File: src/rtl/fcmp_pkg.sv
package fcmp_pkg;

  typedef enum logic [2:0] {
    REL_EQ = 3'd0,
    REL_NE = 3'd1,
    REL_GT = 3'd2,
    REL_GE = 3'd3,
    REL_LT = 3'd4,
    REL_LE = 3'd5,
    REL_UN = 3'd6,
    REL_XX = 3'd7
  } rel_e;

  // Ordered truth of a relation; eq and lt are already false when unordered.
  function automatic logic rel_holds(rel_e rel, logic eq, logic lt, logic un);
    case (rel)
      REL_EQ:  return eq;
      REL_NE:  return !eq && !un;
      REL_GT:  return !eq && !lt && !un;
      REL_GE:  return !lt && !un;
      REL_LT:  return lt;
      REL_LE:  return lt || eq;
      default: return 1'b0;
    endcase
  endfunction

  // Magnitude relations that signal on a quiet NaN when ordered.
  function automatic logic is_inequality(rel_e rel);
    return (rel == REL_GT) || (rel == REL_GE) || (rel == REL_LT) || (rel == REL_LE);
  endfunction

endpackage

File: src/rtl/fcmp_opdecode.sv
module fcmp_opdecode
  import fcmp_pkg::*;
#(
  parameter bit DOUBLE = 1'b0
) (
  input  logic [7:0] opcode,
  output logic       op_known,
  output logic       op_unord_form,
  output rel_e       op_rel
);
  localparam logic [7:0] OFS = DOUBLE ? 8'h10 : 8'h00;

  logic [7:0] base;
  logic       ord_grp;
  logic       unord_grp;

  always_comb begin
    base      = opcode - OFS;
    ord_grp   = (base[7:3] == 5'b00001) && (base[2:0] <= 3'd5);
    unord_grp = (base[7:3] == 5'b00101) && (base[2:0] <= 3'd6);
    op_known      = ord_grp || unord_grp;
    op_unord_form = unord_grp;
    op_rel        = op_known ? rel_e'(base[2:0]) : REL_XX;
  end
endmodule

File: src/rtl/fcmp_classify.sv
module fcmp_classify #(
  parameter int W     = 32,
  parameter int EXP_W = 8
) (
  input  logic [W-1:0] value,
  output logic         sign,
  output logic [W-2:0] mag,
  output logic         is_zero,
  output logic         is_nan,
  output logic         is_snan
);
  localparam int MAN_W = W - EXP_W - 1;

  logic [EXP_W-1:0] expo;
  logic [MAN_W-1:0] frac;

  always_comb begin
    sign    = value[W-1];
    mag     = value[W-2:0];
    expo    = value[W-2 -: EXP_W];
    frac    = value[MAN_W-1:0];
    is_zero = (mag == '0);
    is_nan  = (&expo) && (frac != '0);
    is_snan = is_nan && !frac[MAN_W-1];
  end
endmodule

File: src/rtl/fcmp_order.sv
module fcmp_order #(
  parameter int W = 32
) (
  input  logic         sign_a,
  input  logic [W-2:0] mag_a,
  input  logic         zero_a,
  input  logic         nan_a,
  input  logic         sign_b,
  input  logic [W-2:0] mag_b,
  input  logic         zero_b,
  input  logic         nan_b,
  output logic         a_eq_b,
  output logic         a_lt_b,
  output logic         unord
);
  function automatic logic signed_less(logic sa, logic [W-2:0] ma,
                                       logic sb, logic [W-2:0] mb);
    if (sa != sb) return sa;
    return sa ? (ma > mb) : (ma < mb);
  endfunction

  logic both_zero;

  always_comb begin
    unord     = nan_a || nan_b;
    both_zero = zero_a && zero_b;
    a_eq_b    = !unord && (both_zero || ((sign_a == sign_b) && (mag_a == mag_b)));
    a_lt_b    = !unord && !both_zero && signed_less(sign_a, mag_a, sign_b, mag_b);
  end
endmodule

File: src/rtl/fcmp_flag_unit.sv
module fcmp_flag_unit
  import fcmp_pkg::*;
#(
  parameter bit DOUBLE = 1'b0,
  localparam int W     = DOUBLE ? 64 : 32,
  localparam int EXP_W = DOUBLE ? 11 : 8
) (
  input  logic [W-1:0] op_a,
  input  logic [W-1:0] op_b,
  input  logic [7:0]   opcode,
  output logic         flag,
  output logic         valid,
  output logic         invalid
);
  logic         op_known, op_unord_form;
  rel_e         op_rel;
  logic         sgn [2];
  logic [W-2:0] mag [2];
  logic         zro [2];
  logic         nan [2];
  logic         snan [2];
  logic         a_eq_b, a_lt_b, unord;
  logic         any_snan, any_qnan, rel_true;

  fcmp_opdecode #(.DOUBLE(DOUBLE)) u_dec (
    .opcode        (opcode),
    .op_known      (op_known),
    .op_unord_form (op_unord_form),
    .op_rel        (op_rel)
  );

  for (genvar i = 0; i < 2; i++) begin : g_cls
    fcmp_classify #(.W(W), .EXP_W(EXP_W)) u_cls (
      .value   (i == 0 ? op_a : op_b),
      .sign    (sgn[i]),
      .mag     (mag[i]),
      .is_zero (zro[i]),
      .is_nan  (nan[i]),
      .is_snan (snan[i])
    );
  end

  fcmp_order #(.W(W)) u_ord (
    .sign_a (sgn[0]), .mag_a (mag[0]), .zero_a (zro[0]), .nan_a (nan[0]),
    .sign_b (sgn[1]), .mag_b (mag[1]), .zero_b (zro[1]), .nan_b (nan[1]),
    .a_eq_b (a_eq_b),
    .a_lt_b (a_lt_b),
    .unord  (unord)
  );

  always_comb begin
    any_snan = snan[0] || snan[1];
    any_qnan = (nan[0] && !snan[0]) || (nan[1] && !snan[1]);
    rel_true = rel_holds(op_rel, a_eq_b, a_lt_b, unord);
    valid    = op_known;
    flag     = op_known && (op_unord_form ? (unord || rel_true) : rel_true);
    invalid  = op_known &&
               (any_snan || (any_qnan && !op_unord_form && is_inequality(op_rel)));
  end
endmodule

File: config.mk
export PLATFORM = sky130hd
export DESIGN_NAME = fcmp_flag_unit
export DESIGN_NICKNAME = d
export VERILOG_FILES = /design/src/rtl/fcmp_pkg.sv /design/src/rtl/fcmp_opdecode.sv /design/src/rtl/fcmp_classify.sv /design/src/rtl/fcmp_order.sv /design/src/rtl/fcmp_flag_unit.sv
export SDC_FILE = /design/constraint.sdc
export NUM_CORES = 1
export LEC_CHECK = 0
export BUFFER_PORTS_ARGS = -buffer_cell sky130_fd_sc_hd__buf_4
export CAP_MARGIN = 5
export CORE_MARGIN = 1.5
export CORE_UTILIZATION = 45
export DETAILED_ROUTE_END_ITERATION = 10
export PLACE_DENSITY = 0.83
export SETUP_SLACK_MARGIN = 0.1
export SLEW_MARGIN = 20
export SYNTH_ARGS = -nofsm -noshare
export SYNTH_HDL_FRONTEND = slang
export SYNTH_SLANG_ARGS = --single-unit
export TNS_END_PERCENT = 5
File: constraint.sdc
create_clock -name vclk -period 2
set_input_delay 0.1 -clock vclk [all_inputs]
set_output_delay 0.1 -clock vclk [all_outputs]
set_load 0.02 [all_outputs]
==> metrics.md, run 1 <==
| Metric | Value |
|---|---|
| First Err | [ERROR GRT-0232] Routing congestion too high. Check the congestion heatmap in the GUI. |
| Part of the Yosys area used for sequential elements | 0 |
| Synthesized area per cell | 6.90 um2 |
| DP HPWL | 3740 um |
| Die span in y | 53.9 um |
| Yosys cell types | 37 |
| Worst EP Category | primary output |
| Outcome | stopped before the end |
| Halt Stage | global routing (5_1_grt) |
| Yosys warns | 0 |
| Net count after synthesis | 272 |
| Worst setup endpoint GRT | flag |
| Total grt overflow | 25 |
| I/O pins | 75 |
| Die width | 53.9 um |
| Initial Util | 0.475 |
| Largest net degree at the start of global routing | 7 |
| Global placement routability congestion | 0.851 |
| Std-Cell Rows | 18 |
| Number of port buffers | 75 |
| DP Worst Slack | -320 ps |
| Dpl cell area | 2100 um2 |
| Post-synthesis instance total | 169 |
| Post-synthesis cell area | 1170 um2 |
| Tot GR Track Use | 0.695 |
==> per-stage QoR <==
step	setup TNS, ps	hold slack [ps]	cells
floorplan	0	383	169
global placement	-325	556	293
detailed placement	-320	559	293
CTS	-239	562	297
==> per-layer routing <==
layer | global-route usage | GRT overflow
met3 | 0.547 | 0
met5 | 0.0625 | 0
met1 | 0.574 | 0
met2 | 0.939 | 14
met4 | 0.850 | 11
==> cell usage after synthesis, types with 2 or more instances <==
library cell	instances	area share
ha_1	31	0.33
a31oi_1	2	0.011
nand3_1	2	0.0086
nor2_1	6	0.019
a211oi_1	2	0.013
nor3_1	5	0.021
nor4_1	14	0.075
a21oi_1	13	0.056
o21a_1	3	0.019
o21ai_0	4	0.017
inv_1	33	0.11
nand2_1	11	0.035
nand4_1	16	0.086
o31ai_1	3	0.019
xnor2_1	2	0.015
==> what timing repair did <==
| item | in CTS |
|---|---|
| resized for setup | 16 |
| pin swaps | 13 |
| endpoints found under the hold margin | 0 |
| hold buffers | 0 |
| endpoints found under the setup margin | 1 |
| buffers inserted | 4 |
==> cells by family after synthesis <==
group,Yosys count,share of synthesized area
XOR/XNOR,2,0.0150
buffers and inverters,33,0.106
adder cells (fa/ha/maj),32,0.342
AND/OR/NAND/NOR,65,0.325
AO/OA/AOI/OAI,37,0.211
==> inputs of run 2 (changes only) <==
- CORE_AREA: not set -> 2 2 63 65
- CORE_MARGIN: 1.5 -> not set
- CORE_UTILIZATION: 45 -> not set
- DIE_AREA: not set -> 0 0 65 67
- PLACE_DENSITY: 0.83 -> not set
- PLACE_DENSITY_LB_ADDON: not set -> 0.15
- SETUP_SLACK_MARGIN: 0.1 -> not set
==> run 2 against run 1 <==
Net effect:
- the flow now finishes, with violations (negative setup slack)
- synthesized cell count unchanged
- synthesized area unchanged
==> metrics.md, run 2 <==
| Metric | Value |
|---|---|
| Outcome | finished with violations |
| Violated checks | negative setup slack |
| Fmax | 443 MHz |
| I/O pins | 75 (unchanged) |
| Total grt overflow | 0 |
| Post-synthesis mux area share | 0 (unchanged) |
| Vias in the first global route | 1686 |
| RSZ-0062 raised after global routing | yes |
| Most common cell in the netlist | inv_1 |
| Initial antenna violation count | 0 |
| Layout cells sized above 1 | 0.616 |
| Area leader, netlist | ha_1 |
| Critical path class | in -> out |
| Setup TNS Final | -256 ps |
| Tot GR Track Use | 0.198 |
| Worst vdd ir | 0.000112 V |
| Worst path depth | 11 |
| First-pass GRT wire length | 7090 um |
| Synthesized area per cell | 6.90 um2 (unchanged) |
| Initial Util | 0.323 (-0.152) |
| Area share of the largest cell type after synthesis | 0.333 (unchanged) |
| Dpl cell area | 2020 um2 (-3.8%) |
| Initial DRC Count | 23 |
| CP delay by family, top | compound AO/OA/AOI/OAI gates |
| Post-synthesis instance total | 169 (unchanged) |
| NumNets Final | 376 |
| Final period util | 1.13 |
| Main combinational cell family by area after synthesis | adder cells |
| First-pass iteration count of the detailed router | 4 |
| Cells after DPL | 318 (+8.5%) |
| Min Hold Slack | 566 ps |
| Final wirelength | 4560 um |
| # hold bufs at CTS | 0 (unchanged) |
| Most frequent cells in the layout | buf_4 (97), inv_1 (22), ha_4 (17), nand4_1 (16), ha_1 (13) |
| Final Core Density | 0.674 |
| Largest net degree at the start of global routing | 7 |
| Critical-path cell list | buf_4 > buf_6 > ha_4 > nand4_1 > a21oi_2 > o31ai_4 > a21boi_4 > o41a_1 > o31a_1 > o31ai_4 > buf_6 |
| ANT nets after route | 0 |
| Adder-cell share of the synthesized area | 0.342 (unchanged) |
| Fin cells | 319 |
| Crit path max-delay cell type | o41a_1 |
| CP arrival | 2160 ps |
| CP max FO | 2 |
| Total core area | 3610 um2 |
| Die span in y | 67 um (+24%) |
| Synth area leaders | ha_1 (33%), inv_1 (11%), nand4_1 (8.6%) |
| Req. time, crit path | 1900 ps |
| Register area | 0 um2 |
| Slew headroom | 0.773 |
| Crit. End Element | output pin |
| Number of port buffers | 75 (unchanged) |
| DP Worst Slack | -356 ps (-36.6 ps) |
| Net count after synthesis | 272 (unchanged) |
| Slew Viols, Final | 0 |
| Worst setup SP type | primary input |
| Vias after detailed routing | 1671 |
| Final instance area | 2430 um2 |
| Post-Synth Simple-Gate Area | 0.325 (unchanged) |
| CP max stage delay | 330 ps |
| Yosys warns | 0 (unchanged) |
| Die width | 65 um (+21%) |
| Finish-stage setup viols | 1 |
| DP HPWL | 3480 um (-6.9%) |
| Worst setup path end | flag |
| Hold crit path type | in -> out |
| Std-Cell Rows | 22 (+4) |
| CP startpoint | op_a[3] |
| Post-synthesis cell area | 1170 um2 (unchanged) |
| Global placement routability congestion | 0.827 (-2.9%) |
| Commonest non-fill, non-tap cell in the layout | buf_4 |
| PwrDens | 196 nW/um2 |
| Top post-synthesis cells by count | inv_1 (33), ha_1 (31), nand4_1 (16) |
| CLK BUF | 0 |
| Yosys cell types | 37 (unchanged) |
| Worst path bufs/invs | 3 |
| Die Area | 4360 um2 |
| Post-synthesis compound-gate area fraction | 0.211 (unchanged) |
| Leak | 1.09 nW |
| Fin crit period | 2260 ps |
| Pwr Total | 0.475 mW |
| Ant diodes | 0 |
| Final Hold Vio Count | 0 |
| Slew @ Worst Pin | 338 ps |
| Max_cap viols | 0 |
| Seq Cell Count | 0 |
| DRC viols | 0 |
| Final worst slack | -256 ps |
| Part of the Yosys area used for sequential elements | 0 (unchanged) |
| Routed length per placed instance | 14.3 um |
| Area Growth Syn to Fin | 108% |
| Xor/xnor share of the synthesized area | 0.0150 (unchanged) |
| Via-to-Cell Ratio | 5.24 |
run 2: worst min path at each step:
stage / startpoint / end / depth (start not counted)
final: opcode[1] / valid / 3
after global routing: opcode[1] / valid / 3
after CTS: opcode[1] / valid / 3
after detailed placement: opcode[1] / valid / 3
after global placement: opcode[1] / valid / 3
after floorplan: opcode[1] / valid / 1
run 2: final cells by class:
| cell class | instances | area (um2) |
|---|---|---|
| fill | 307 | 1180 |
| inverter | 33 | 134 |
| tap | 48 | 60.1 |
| multi-input combinational | 136 | 1450 |
| timing repair buffer | 102 | 788 |
run 2: kinds of logic (layout without fill, tap and decap cells):
family	count (synthesis)	after routing
simple gates	65	65
compound gates	37	37
buf+inv	33	135
fa+ha+maj	32	32
xor+xnor	2	2
run 2: layer usage:
metal  track usage  routed length (um)  up-vias
met5             0                   0        -
met4        0.0186                  46        0
met1         0.235                1830      769
met3        0.0135                 208        6
li1              -                   -      842
met2         0.397                2480       54
run 2: report_power, final:
| part | switching, mW | total, mW | leakage, nW | internal [mW] |
|---|---|---|---|---|
| registers | 0 | 0 | 0 | 0 |
| logic | 0.211 | 0.475 | 1.09 | 0.264 |
| clock network | 0 | 0 | 0 | 0 |
run 2: what timing repair did:
item,4_1_cts,5_1_grt
pin swaps,16,21
buffers inserted,0,1
gates resized for setup,32,43
endpoints found under the setup margin,1,2
No activity file was read; power rests on OpenSTA's default activity.
